--- src/rtl/tmr_pkg.sv ---
package tmr_pkg;

    typedef enum logic {
        ST_STOPPED = 1'b0,
        ST_RUNNING = 1'b1
    } tmr_state_e;

    localparam int unsigned REGS_PER_TMR = 6;

    localparam logic [2:0] OFF_COUNT  = 3'd0;
    localparam logic [2:0] OFF_RELOAD = 3'd1;
    localparam logic [2:0] OFF_SHADOW = 3'd2;
    localparam logic [2:0] OFF_CTRL   = 3'd3;
    localparam logic [2:0] OFF_RAW    = 3'd4;
    localparam logic [2:0] OFF_MASKED = 3'd5;

    localparam int unsigned CB_EN  = 0;
    localparam int unsigned CB_ONE = 1;
    localparam int unsigned CB_IE  = 2;
    localparam int unsigned CTRL_W = 3;

endpackage

--- src/rtl/tmr_addr_dec.sv ---
module tmr_addr_dec
    import tmr_pkg::*;
#(
    parameter int unsigned WW   = 6,
    parameter int unsigned NTMR = 2,
    parameter int unsigned TW   = 1
) (
    input  logic [WW-1:0] word_i,
    output logic          hit_o,
    output logic [TW-1:0] tsel_o,
    output logic [2:0]    off_o
);

    always_comb begin
        hit_o  = 1'b0;
        tsel_o = '0;
        off_o  = '0;
        for (int i = 0; i < int'(NTMR); i++) begin
            if (!hit_o
                && int'(word_i) >= i * int'(REGS_PER_TMR)
                && int'(word_i) < (i + 1) * int'(REGS_PER_TMR)) begin
                hit_o  = 1'b1;
                tsel_o = TW'(i);
                off_o  = 3'(int'(word_i) - i * int'(REGS_PER_TMR));
            end
        end
    end

endmodule

--- src/rtl/tmr_channel.sv ---
module tmr_channel
    import tmr_pkg::*;
#(
    parameter int unsigned DW = 32
) (
    input  logic              clk_i,
    input  logic              rst_ni,
    input  logic              tick_i,
    input  logic              wr_i,
    input  logic [2:0]        off_i,
    input  logic [DW-1:0]     wdata_i,
    output logic [DW-1:0]     count_o,
    output logic [DW-1:0]     reload_o,
    output logic [DW-1:0]     shadow_o,
    output logic [CTRL_W-1:0] ctrl_o,
    output logic              raw_o,
    output logic              running_o,
    output logic              irq_o
);

    tmr_state_e        state_q, state_d;
    logic [DW-1:0]     cnt_q, cnt_d;
    logic [DW-1:0]     rel_q, rel_d;
    logic [DW-1:0]     shd_q, shd_d;
    logic [CTRL_W-1:0] ctl_q, ctl_d;
    logic              raw_q, raw_d;
    logic              expire;

    // state register process
    always_ff @(posedge clk_i or negedge rst_ni) begin
        if (!rst_ni) begin
            state_q <= ST_STOPPED;
            cnt_q   <= '0;
            rel_q   <= '0;
            shd_q   <= '0;
            ctl_q   <= '0;
            raw_q   <= 1'b0;
        end else begin
            state_q <= state_d;
            cnt_q   <= cnt_d;
            rel_q   <= rel_d;
            shd_q   <= shd_d;
            ctl_q   <= ctl_d;
            raw_q   <= raw_d;
        end
    end

    // next-state process: counting transitions, then register writes on top
    always_comb begin
        state_d = state_q;
        cnt_d   = cnt_q;
        rel_d   = rel_q;
        shd_d   = shd_q;
        ctl_d   = ctl_q;
        raw_d   = raw_q;
        expire  = 1'b0;

        unique case (state_q)
            ST_STOPPED: begin
                cnt_d = cnt_q;
            end
            ST_RUNNING: begin
                if (tick_i) begin
                    if (cnt_q <= DW'(1)) begin
                        expire = 1'b1;
                        if (ctl_q[CB_ONE]) begin
                            cnt_d   = '0;            // expire-halt
                            state_d = ST_STOPPED;
                        end else begin
                            cnt_d   = rel_q;         // expire-reload
                        end
                    end else begin
                        cnt_d = cnt_q - DW'(1);
                    end
                end
            end
        endcase

        if (expire) begin
            raw_d = 1'b1;
        end

        if (wr_i) begin
            case (off_i)
                OFF_RELOAD: begin
                    rel_d = wdata_i;
                    if (ctl_q[CB_EN]) begin
                        cnt_d   = wdata_i;
                        state_d = ST_RUNNING;
                    end
                end
                OFF_SHADOW: begin
                    shd_d = wdata_i;
                    rel_d = wdata_i;
                end
                OFF_CTRL: begin
                    ctl_d = wdata_i[CTRL_W-1:0];
                    if (wdata_i[CB_EN]) begin
                        cnt_d   = rel_q;             // start / restart
                        state_d = ST_RUNNING;
                    end else begin
                        cnt_d   = cnt_q;             // halt
                        state_d = ST_STOPPED;
                    end
                end
                OFF_RAW: begin
                    if (wdata_i[0] && !expire) begin
                        raw_d = 1'b0;
                    end
                end
                default: begin
                end
            endcase
        end
    end

    // output process
    always_comb begin
        count_o   = cnt_q;
        reload_o  = rel_q;
        shadow_o  = shd_q;
        ctrl_o    = ctl_q;
        raw_o     = raw_q;
        running_o = (state_q == ST_RUNNING);
        irq_o     = raw_q & ctl_q[CB_IE];
    end

endmodule

--- src/rtl/dual_down_timer.sv ---
module dual_down_timer
    import tmr_pkg::*;
#(
    parameter int unsigned DW   = 32,
    parameter int unsigned AW   = 8,
    parameter int unsigned NTMR = 2
) (
    input  logic            clk_i,
    input  logic            rst_ni,
    input  logic            tick_i,
    input  logic            bus_sel_i,
    input  logic            bus_wr_i,
    input  logic [AW-1:0]   bus_addr_i,
    input  logic [DW-1:0]   bus_wdata_i,
    output logic [DW-1:0]   bus_rdata_o,
    output logic [NTMR-1:0] irq_o
);

    localparam int unsigned WW = AW - 2;
    localparam int unsigned TW = (NTMR > 1) ? $clog2(NTMR) : 1;

    logic                             dec_hit;
    logic [TW-1:0]                    dec_tsel;
    logic [2:0]                       dec_off;
    logic [NTMR-1:0]                  wr_ch;
    logic [NTMR-1:0][DW-1:0]          cnt_a;
    logic [NTMR-1:0][DW-1:0]          rel_a;
    logic [NTMR-1:0][DW-1:0]          shd_a;
    logic [NTMR-1:0][CTRL_W-1:0]      ctl_a;
    logic [NTMR-1:0]                  raw_a;
    logic [NTMR-1:0]                  run_a;
    logic [DW-1:0]                    rd_val;
    logic [DW-1:0]                    rdata_q;
    logic                             unused_lsb;

    assign unused_lsb = ^bus_addr_i[1:0];

    tmr_addr_dec #(
        .WW   (WW),
        .NTMR (NTMR),
        .TW   (TW)
    ) u_dec (
        .word_i (bus_addr_i[AW-1:2]),
        .hit_o  (dec_hit),
        .tsel_o (dec_tsel),
        .off_o  (dec_off)
    );

    for (genvar gi = 0; gi < int'(NTMR); gi++) begin : g_ch
        assign wr_ch[gi] = bus_sel_i && bus_wr_i && dec_hit && (dec_tsel == TW'(gi));

        tmr_channel #(
            .DW (DW)
        ) u_ch (
            .clk_i     (clk_i),
            .rst_ni    (rst_ni),
            .tick_i    (tick_i),
            .wr_i      (wr_ch[gi]),
            .off_i     (dec_off),
            .wdata_i   (bus_wdata_i),
            .count_o   (cnt_a[gi]),
            .reload_o  (rel_a[gi]),
            .shadow_o  (shd_a[gi]),
            .ctrl_o    (ctl_a[gi]),
            .raw_o     (raw_a[gi]),
            .running_o (run_a[gi]),
            .irq_o     (irq_o[gi])
        );
    end

    always_comb begin
        rd_val = '0;
        if (dec_hit) begin
            case (dec_off)
                OFF_COUNT:  rd_val = cnt_a[dec_tsel];
                OFF_RELOAD: rd_val = rel_a[dec_tsel];
                OFF_SHADOW: rd_val = shd_a[dec_tsel];
                OFF_CTRL:   rd_val = {{(DW-CTRL_W){1'b0}}, ctl_a[dec_tsel]};
                OFF_RAW:    rd_val = {{(DW-1){1'b0}}, raw_a[dec_tsel]};
                OFF_MASKED: rd_val = {{(DW-1){1'b0}}, irq_o[dec_tsel]};
                default:    rd_val = '0;
            endcase
        end
    end

    always_ff @(posedge clk_i or negedge rst_ni) begin
        if (!rst_ni) begin
            rdata_q <= '0;
        end else if (bus_sel_i && !bus_wr_i) begin
            rdata_q <= rd_val;
        end
    end

    assign bus_rdata_o = rdata_q;

endmodule

--- config.mk ---
export PLATFORM = sky130hd
export DESIGN_NAME = dual_down_timer
export DESIGN_NICKNAME = d
export VERILOG_FILES = /design/src/rtl/tmr_pkg.sv /design/src/rtl/tmr_addr_dec.sv /design/src/rtl/tmr_channel.sv /design/src/rtl/dual_down_timer.sv
export SDC_FILE = /design/constraint.sdc
export NUM_CORES = 1
export LEC_CHECK = 0
export BUFFER_PORTS_ARGS = -buffer_cell sky130_fd_sc_hd__buf_2
export CORE_MARGIN = 4
export CORE_UTILIZATION = 62
export CTS_CLUSTER_DIAMETER = 150
export DETAILED_ROUTE_END_ITERATION = 10
export PLACE_DENSITY = 0.81
export SYNTH_ARGS = -nofsm -noshare
export SYNTH_HDL_FRONTEND = slang
export SYNTH_SLANG_ARGS = --single-unit
--- constraint.sdc ---
create_clock -name clk_i -period 3.36 [get_ports clk_i]
set_input_delay 0.336 -clock clk_i [delete_from_list [all_inputs] [get_ports clk_i]]
set_output_delay 0.336 -clock clk_i [all_outputs]
set_load 0.01 [all_outputs]
=== Word-level counts from Yosys, hierarchy flattened ===
Index checks and enable logic that the tools add are counted.

* Output and inout bits: 34
* Flip-flop bits (word level): 234
* Input port bits: 45
* Word-level logic and storage cells: 119

* $add $sub $neg: 3
* Order comparisons: 6
* Multiplexer cells: 64
* Reductions and logical operators: 21
* Eq/ne operators: 7
* Bitwise logic cells: 5

{| class="wikitable"
|+ Operator list
! cell !! number
|-
| $mux W32 || 19
|-
| $pmux W32 S2 || 4
|-
| $pmux W32 S6 || 1
|-
| $le A32 B1 Y1 const B || 2
|-
| $sub A32 B1 Y32 const B || 2
|-
| $mux W1 || 34
|-
| $mux W3 || 4
|-
| $reduce_and A2 Y1 || 6
|-
| $logic_and A1 B1 Y1 || 9
|-
| $eq A3 B2 Y1 const B || 2
|-
| $eq A3 B3 Y1 const B || 2
|-
| $ge A6 B3 Y1 const B || 1
|-
| $lt A6 B3 Y1 const B || 1
|-
| $lt A6 B4 Y1 const B || 1
|-
| $ne A3 B3 Y1 const B || 2
|-
| $logic_not A1 Y1 || 4
|-
| $pmux W1 S2 || 2
|-
| $eq A3 B1 Y1 const B || 1
|-
| $logic_not A3 Y1 || 1
|-
| $not A1 Y1 || 3
|-
| $sub A3 B3 Y3 const B || 1
|-
| $and A1 B1 Y1 || 2
|-
| $lt A1 B2 Y1 const B || 1
|-
| $reduce_or A2 Y1 || 1
|}

=== Depth between registers and ports, before layout ===
Gate-level depths: netlist (run 1).

* Word-level depth: 10
* Mapped depth: 11
* Gate-level depth less buffers: 9

=== Cells and area by module ===
A second synthesis (run 1) with hierarchy kept.

* Cell total of the unflattened synthesis: 1,599
* Area, all modules: 14,712.9 um2

{| class="wikitable"
|+ Modules (own cells, without submodules)
! module !! seq. area each (um2) !! cells each !! area an instance (um2) !! instances
|-
| tmr_channel || 2,527.4 || 644 || 5,939.4 || 2
|-
| dual_down_timer || 800.8 || 301 || 2,755.1 || 1
|-
| tmr_addr_dec || 0.0 || 10 || 78.8 || 1
|}

=== Worst setup path after synthesis (run 1) ===
OpenSTA, ideal clock, no wires.

* Path type: register -> register
* From: register g_ch[0].u_ch.cnt_q[0]
* To: register g_ch[0].u_ch.cnt_q[26]
* Path buffers: 0
* Library setup time: 0.087 ns
* Cell stages (with the launch flop): 10
* Data required time: 3.273 ns
* Slack: 0.639 ns
* Data arrival time: 2.634 ns
* Period minus slack after synthesis: 2.721 ns
* Cells stage by stage: dfrtp_1 -> inv_1 -> ha_1 -> or4b_2 -> or3_4 -> or4_4 -> nand2b_4 -> nor3_1 -> o21ai_0 -> a22oi_1

* Word-level cells in the longest chain between the ends: 7
* Elaborated cells on any way between the ends: 8
* Classes of those cells: add/sub: 1; order compare: 1; mux: 6

{| class="wikitable"
|+ Ends and longest elaborated chain
! what !! RTL line !! source
|-
| from (decl) || tmr_channel.sv:22 || <nowiki>logic [DW-1:0] cnt_q, cnt_d;</nowiki>
|-
| from (signal assigned) || tmr_channel.sv:40 || <nowiki>cnt_q <= cnt_d;</nowiki>
|-
| $sub A32 B1 Y32 / $le A32 B1 Y1 (equally long branches) || tmr_channel.sv:73, tmr_channel.sv:64 ||
|-
| $mux W32 * || tmr_channel.sv:64 || <nowiki>if (cnt_q <= DW'(1)) begin</nowiki>
|-
| $mux W32 * || tmr_channel.sv:63 || <nowiki>if (tick_i) begin</nowiki>
|-
| $pmux W32 S2 * || tmr_channel.sv:58 || <nowiki>unique case (state_q)</nowiki>
|-
| $mux W32 || tmr_channel.sv:87 || <nowiki>if (ctl_q[CB_EN]) begin</nowiki>
|-
| $pmux W32 S2 || tmr_channel.sv:84 || <nowiki>case (off_i)</nowiki>
|-
| $mux W32 * || tmr_channel.sv:83 || <nowiki>if (wr_i) begin</nowiki>
|}

Every way passes the cells marked *; elsewhere a longest branch is shown, timed or not.
A chain may end at the register's enable or synchronous reset.

=== Worst setup path after layout (run 1) ===
Ends and elaborated chain as after synthesis.

==> results.sh, run 1 <==
export IMPL_status="finished clean"
export IMPL_yosys_warnings=0
export IMPL_hold_viol_final=0
export IMPL_wl_per_cell_um=26.2
export IMPL_dp_hpwl_um=34100
export IMPL_overflow=0
export IMPL_grt_usage_pct=38.5
export IMPL_arrival_ns=3.55
export IMPL_grt_max_degree=87
export IMPL_die_area_um2=25400
export IMPL_p_leak_nw=6.97
export IMPL_nets=1667
export IMPL_p_per_area_nw_per_um2=538
export IMPL_r2r_end="g_ch[0].u_ch.count_o[26]"
export IMPL_cts_tree="built"
export IMPL_fin_hold_ws_ns=0.131
export IMPL_vias=14117
export IMPL_layout_commonest_cell="dfrtp_1"
export IMPL_hold_end="g_ch[0].u_ch.reload_o[20]"
export IMPL_path_max_fanout=7
export IMPL_die_w_um=160
export IMPL_worst_pin_slew_ns=0.938
export IMPL_hold_start="bus_wdata_i[20]"
export IMPL_diodes=0
export IMPL_port_buffers=76
export IMPL_root_buffer="clkbuf_16"
export IMPL_clock_skew_ns=0.0109
export IMPL_max_freq_mhz=323
export IMPL_postCtsSetupRepairBufs=0
export IMPL_p_sw_share_pct=32.1
export IMPL_syn_area_per_cell_um2=9.06
export IMPL_die_h_um=160
export IMPL_async_flop_share_pct=100
export IMPL_cts_buffers=26
export IMPL_routed_via_density=7.35
export IMPL_gp_congestion=0.987
export IMPL_clock_sinks=234
export IMPL_drive_above_1_share_pct=21.1
export IMPL_drv_cap=0
export IMPL_hp_class="in2reg"
export IMPL_syn_inst=1570
export IMPL_firstDrtPassIters=7
export IMPL_p_sw_mw=2.76
export IMPL_reg2reg_from="g_ch[0].u_ch.count_o[0]"
export IMPL_finalSetupViolCount=0
export IMPL_clock_latency_ns=0.54
export IMPL_area_growth_pct=12.4
export IMPL_grt_pass1_wl_um=78000
export IMPL_critPathCaptureType="register"
export IMPL_start_kind="register"
export IMPL_min_period_ns=3.10
export IMPL_htreeDepth=1
export IMPL_pin_count=79
export IMPL_cts_buffer_depth=3
export IMPL_p_int_mw=5.85
export IMPL_drt_total_wl_um=50300
export IMPL_core_um2=22600
export IMPL_setup_tns_final_ns=0
export IMPL_worstHoldPathCells=3
export IMPL_rsz0062_at_grt="no"
export IMPL_ctsHoldBuffers=1
export IMPL_rrSetupSlack_ns=0.26
export IMPL_slew_violations=0
export IMPL_p_clk_share_pct=36.0
export IMPL_peakVddDrop_v=0.000515
export IMPL_synth_seq_area_share_pct=41.1
export IMPL_synth_edf_count=0
export IMPL_std_cell_rows=55
export IMPL_seq_power_share_pct=43.2
export IMPL_synth_flop_cell="dfrtp_1"
export IMPL_initial_utilization_pct=62.9
export IMPL_relSlewSlack_pct=37.3
export IMPL_ff2ff_path_depth=9
export IMPL_ant_nets=0
export IMPL_drc=0
export IMPL_final_cell_mix="dfrtp_1 (234), nand2_1 (177), a21oi_1 (143)"
export IMPL_synth_nets=1619
export IMPL_cp_required_ns=3.81
export IMPL_criticalPathCategory="reg2reg"
export IMPL_synth_seq_cells=234
export IMPL_synthDistinctLibCells=82
export IMPL_first_global_vias=13397
export IMPL_antenna_found_initial=0
export IMPL_path_clk_slew_ns=0.06
export IMPL_ctsResizeCount=0
export IMPL_drt_iter0_markers=1956
export IMPL_min_period_over_period_pct=92.3
export IMPL_synth_area_um2=14200
export IMPL_combPwrFrac_pct=20.9
-- sequential cells by signal (all words and copies together), names as in the netlist --
register / cells
g_ch.u_ch.count_o: 64
g_ch.u_ch.reload_o: 64
g_ch.u_ch.shadow_o: 64
bus_rdata_o: 32
g_ch.u_ch.ctrl_o: 6
g_ch.u_ch.raw_o: 2
g_ch.u_ch.running_o: 2
-- cell type report --
cell class | instances | area, µm²
Inverter | 21 | 78.8
Clock buffer | 40 | 795
Tap cell | 285 | 357
Timing Repair Buffer | 148 | 1010
Clock inverter | 6 | 130
Sequential cell | 234 | 5860
Fill cell | 1759 | 6640
Multi-Input combinational cell | 1187 | 7780
-- power groups by stage --
| stage | sequential (mW) | combinational, mW | clock (mW) |
|---|---|---|---|
| finish | 3.72 | 1.80 | 3.09 |
| global route | 3.76 | 1.95 | 3.23 |
| CTS | 3.69 | 1.76 | 3.11 |
| detailed placement | 3.73 | 1.74 | 0 |
| global placement | 3.72 | 1.69 | 0 |
| floorplan | 3.48 | 1.28 | 0 |
-- cell families (layout without fill, tap and decap cells) --
group,Yosys count,count (layout),synth area share (%)
buffers and inverters,149,215,4.46
xor gates and xnor gates,9,9,0.554
adders and majority gates,4,4,0.352
and+or+nand+nor,476,476,17.0
DFF,234,234,41.1
AOI/OAI and AO/OA,565,565,25.9
muxes,133,133,10.6
-- metrics by stage --
stage / power (mW) / instances / util, % / cell area, µm² / worst slack, ns
floorplan: 4.76 / 1570 / - / 14200 / 0.639
global placement: 5.41 / 1874 / 66.5 / 15100 / 0.377
detailed placement: 5.48 / 1874 / 66.5 / 15100 / 0.350
CTS: 8.55 / 1921 / 70.7 / 16000 / 0.323
global route: 8.94 / 1921 / 70.7 / 16000 / 0.130
finish: 8.61 / 1921 / 70.7 / 16000 / 0.260
-- cells in the mapped netlist (all sizes together) (6+ instances only) --
cell type / n / area [µm²]
a21oi: 144 / 721
or4: 18 / 161
o21a: 7 / 52.6
nand4: 8 / 50.1
nand2: 178 / 668
or3: 21 / 141
inv: 20 / 75.1
mux2: 121 / 1360
a221o: 56 / 561
nor3: 57 / 317
a211oi: 10 / 75.1
and2: 9 / 56.3
a2bb2oi: 11 / 96.3
a21boi: 20 / 150
o211ai: 9 / 67.6
a22oi: 8 / 60.1
o31ai: 33 / 248
mux2i: 10 / 100
o21ai: 145 / 726
nor2: 89 / 342
clkbuf: 93 / 349
nand2b: 11 / 76.3
nand3: 29 / 145
nor4: 18 / 164
o22ai: 39 / 244
a221oi: 12 / 105
buf: 35 / 206
a31oi: 23 / 144
dfrtp: 234 / 5860
or2: 6 / 37.5
-- routing by layer --
layer | global-route usage, % | wire [µm] | share of wire, % | vias up
li1 | - | - | - | 6062
met2 | 56.2 | 21300 | 42 | 1007
met5 | 0 | 0 | 0 | -
met1 | 53.8 | 19500 | 39 | 6850
met3 | 6.94 | 5740 | 11 | 198
met4 | 22.6 | 3800 | 7.6 | 0
-- critical path, cell delays in order (launching register included) --
cell and delay (ns):
dfrtp_1 0.46, inv_1 0.11, ha_1 0.24, or4b_2 0.69
or3_4 0.41, or4_4 0.48, nand2b_4 0.18, nor3_1 0.12
o21ai_0 0.10, a22oi_1 0.21
-- worst max path at each step --
stage | startpoint | to | slack [ns] | cells after the start
global route | g_ch[0].u_ch.count_o[0] | g_ch[0].u_ch.count_o[26] | 0.13 | 9
global placement | g_ch[0].u_ch.count_o[0] | g_ch[0].u_ch.count_o[26] | 0.38 | 9
finish | g_ch[0].u_ch.count_o[0] | g_ch[0].u_ch.count_o[26] | 0.26 | 9
CTS | g_ch[0].u_ch.count_o[0] | g_ch[0].u_ch.count_o[26] | 0.32 | 9
floorplan | g_ch[0].u_ch.count_o[0] | g_ch[0].u_ch.count_o[26] | 0.64 | 9
detailed placement | g_ch[0].u_ch.count_o[0] | g_ch[0].u_ch.count_o[26] | 0.35 | 9
Note: power is estimated with default switching activity, not from simulation.
==> inputs of run 2 (changes only) <==
--- a/config.mk
+++ b/config.mk
@@ -8,9 +8,10 @@
 export BUFFER_PORTS_ARGS = -buffer_cell sky130_fd_sc_hd__buf_2
 export CORE_MARGIN = 4
 export CORE_UTILIZATION = 62
+export CTS_BUF_LIST = sky130_fd_sc_hd__clkbuf_16
 export CTS_CLUSTER_DIAMETER = 150
 export DETAILED_ROUTE_END_ITERATION = 10
-export PLACE_DENSITY = 0.81
+export PLACE_DENSITY_LB_ADDON = 0.1
 export SYNTH_ARGS = -nofsm -noshare
 export SYNTH_HDL_FRONTEND = slang
 export SYNTH_SLANG_ARGS = --single-unit
==> run 2 against run 1 <==
- first-iteration DRC count rose by 1.5%
- clock power down 7.4%
- critical path depth is the same
- combinational power about the same
- total power is 2.5% lower
- maximum frequency fell by 1.3%
- via count decreased by 1.2%
- final area fell by 0.29%
- core utilization is 0.20 points lower
- clock skew grew 0.0043 ns
- flip-flop and latch count unchanged
- global-route usage grew 0.17 points
==> results.sh, run 2 (synthesis results as in run 1) <==
export IMPL_status="finished clean"
export IMPL_p_clk_share_pct=34.1
export IMPL_drt_iter0_markers=1986
export IMPL_overflow=0
export IMPL_total_power_mw=8.39
export IMPL_core_um2=22600
export IMPL_die_w_um=160
export IMPL_root_buffer="clkbuf_16"
export IMPL_nets=1669
export IMPL_setup_tns_final_ns=0
export IMPL_clock_skew_ns=0.0152
export IMPL_relSlewSlack_pct=27.7
export IMPL_grt_usage_pct=38.6
export IMPL_hold_start="bus_wdata_i[28]"
export IMPL_ctsHoldBuffers=1
export IMPL_cts_buffers=26
export IMPL_die_h_um=160
export IMPL_vias=13944
export IMPL_min_period_ns=3.14
export IMPL_cts_tree="built"
export IMPL_diodes=0
export IMPL_first_global_vias=13370
export IMPL_pin_count=79
export IMPL_reg2reg_from="g_ch[0].u_ch.count_o[0]"
export IMPL_ctsResizeCount=0
export IMPL_firstDrtPassIters=6
export IMPL_dp_hpwl_um=34600
export IMPL_htreeDepth=1
export IMPL_peakVddDrop_v=0.000492
export IMPL_std_cell_rows=55
export IMPL_rsz0062_at_grt="no"
export IMPL_grt_max_degree=89
export IMPL_postCtsSetupRepairBufs=0
export IMPL_p_per_area_nw_per_um2=526
export IMPL_combPwrFrac_pct=21.8
export IMPL_finalSetupViolCount=0
export IMPL_cts_buffer_depth=3
export IMPL_p_leak_nw=6.98
export IMPL_slew_violations=0
export IMPL_drv_cap=0
export IMPL_drc=0
export IMPL_initial_utilization_pct=62.9
export IMPL_critPathCaptureType="register"
export IMPL_hp_class="in2reg"
export IMPL_worst_pin_slew_ns=1.08
export IMPL_path_clk_slew_ns=0.06
export IMPL_min_period_over_period_pct=93.4
export IMPL_arrival_ns=3.58
export IMPL_routed_via_density=7.25
export IMPL_seq_power_share_pct=44.1
export IMPL_cp_required_ns=3.80
export IMPL_ant_nets=0
export IMPL_max_freq_mhz=319
export IMPL_layout_commonest_cell="dfrtp_1"
export IMPL_p_sw_mw=2.78
export IMPL_clock_sinks=234
export IMPL_critical_path_startpoint="g_ch[0].u_ch.count_o[0]"
export IMPL_drive_above_1_share_pct=21.1
export IMPL_final_cell_mix="dfrtp_1 (234), nand2_1 (177), a21oi_1 (143)"
export IMPL_drt_total_wl_um=50600
export IMPL_start_kind="register"
export IMPL_clock_latency_ns=0.54
export IMPL_criticalPathCategory="reg2reg"
export IMPL_port_buffers=76
export IMPL_p_int_mw=5.60
export IMPL_p_sw_share_pct=33.2
export IMPL_path_max_fanout=7
export IMPL_antenna_found_initial=0
export IMPL_wl_per_cell_um=26.3
export IMPL_die_area_um2=25400
export IMPL_gp_congestion=0.993
export IMPL_hold_viol_final=0
export IMPL_final_core_util_pct=70.5
export IMPL_area_growth_pct=12.1
export IMPL_grt_pass1_wl_um=78100
-- run 2: path summary, 6_finish.rpt --
check	to	slack, ns	cells past startpoint
worst min-delay path	g_ch[1].u_ch.reload_o[28]	0.14	3
worst max-delay path	g_ch[0].u_ch.count_o[26]	0.22	9
max in group asynchronous	g_ch[1].u_ch.ctrl_o[0]	2.01	3
min in group asynchronous	g_ch[1].u_ch.reload_o[18]	0.39	2
worst max register to register	g_ch[0].u_ch.count_o[26]	0.22	9
worst min register to register	bus_rdata_o[22]	0.47	2
-- run 2: routing by layer --
| layer | wire length [µm] | GRT usage [%] | vias to the layer above |
|---|---|---|---|
| li1 | - | - | 6072 |
| met1 | 20000 | 53.8 | 6780 |
| met2 | 21800 | 57.8 | 923 |
| met3 | 5440 | 6.19 | 169 |
| met4 | 3380 | 21.7 | 0 |
| met5 | 0 | 0 | - |
-- run 2: worst max-delay path: stages (launching register included) --
cell and delay (ns):
dfrtp_1 0.46, inv_1 0.11, ha_1 0.26, or4b_2 0.69, or3_4 0.41, or4_4 0.48, nand2b_4 0.18, nor3_1 0.14
o21ai_0 0.11, a22oi_1 0.20
-- run 2: through the flow --
| step | cell area [µm²] | setup slack (ns) | instances | hold WS, ns |
|---|---|---|---|---|
| final | 16000 | 0.220 | 1923 | 0.138 |
| after global routing | 16000 | 0.132 | 1923 | 0.141 |
| after CTS | 16000 | 0.264 | 1923 | 0.124 |
| after detailed placement | 15100 | 0.329 | 1876 | 0.382 |
| after global placement | 15100 | 0.383 | 1876 | 0.383 |
| after floorplan | 14200 | 0.639 | 1570 | 0.0404 |
-- run 2: layout make-up --
cell class	count	area (µm²)
Multi-Input combinational cell	1187	7780
Inverter	21	78.8
Fill cell	1801	6690
Timing Repair Buffer	150	1040
Tap cell	285	357
Clock inverter	19	169
Sequential cell	234	5860
Clock buffer	27	676
-- run 2: power groups by stage --
| stage | clock [mW] | combinational [mW] | sequential, mW |
|---|---|---|---|
| global route | 3.00 | 1.98 | 3.75 |
| CTS | 2.87 | 1.79 | 3.67 |
| floorplan | 0 | 1.28 | 3.48 |
| detailed placement | 0 | 1.77 | 3.72 |
| finish | 2.86 | 1.83 | 3.70 |
| global placement | 0 | 1.73 | 3.70 |
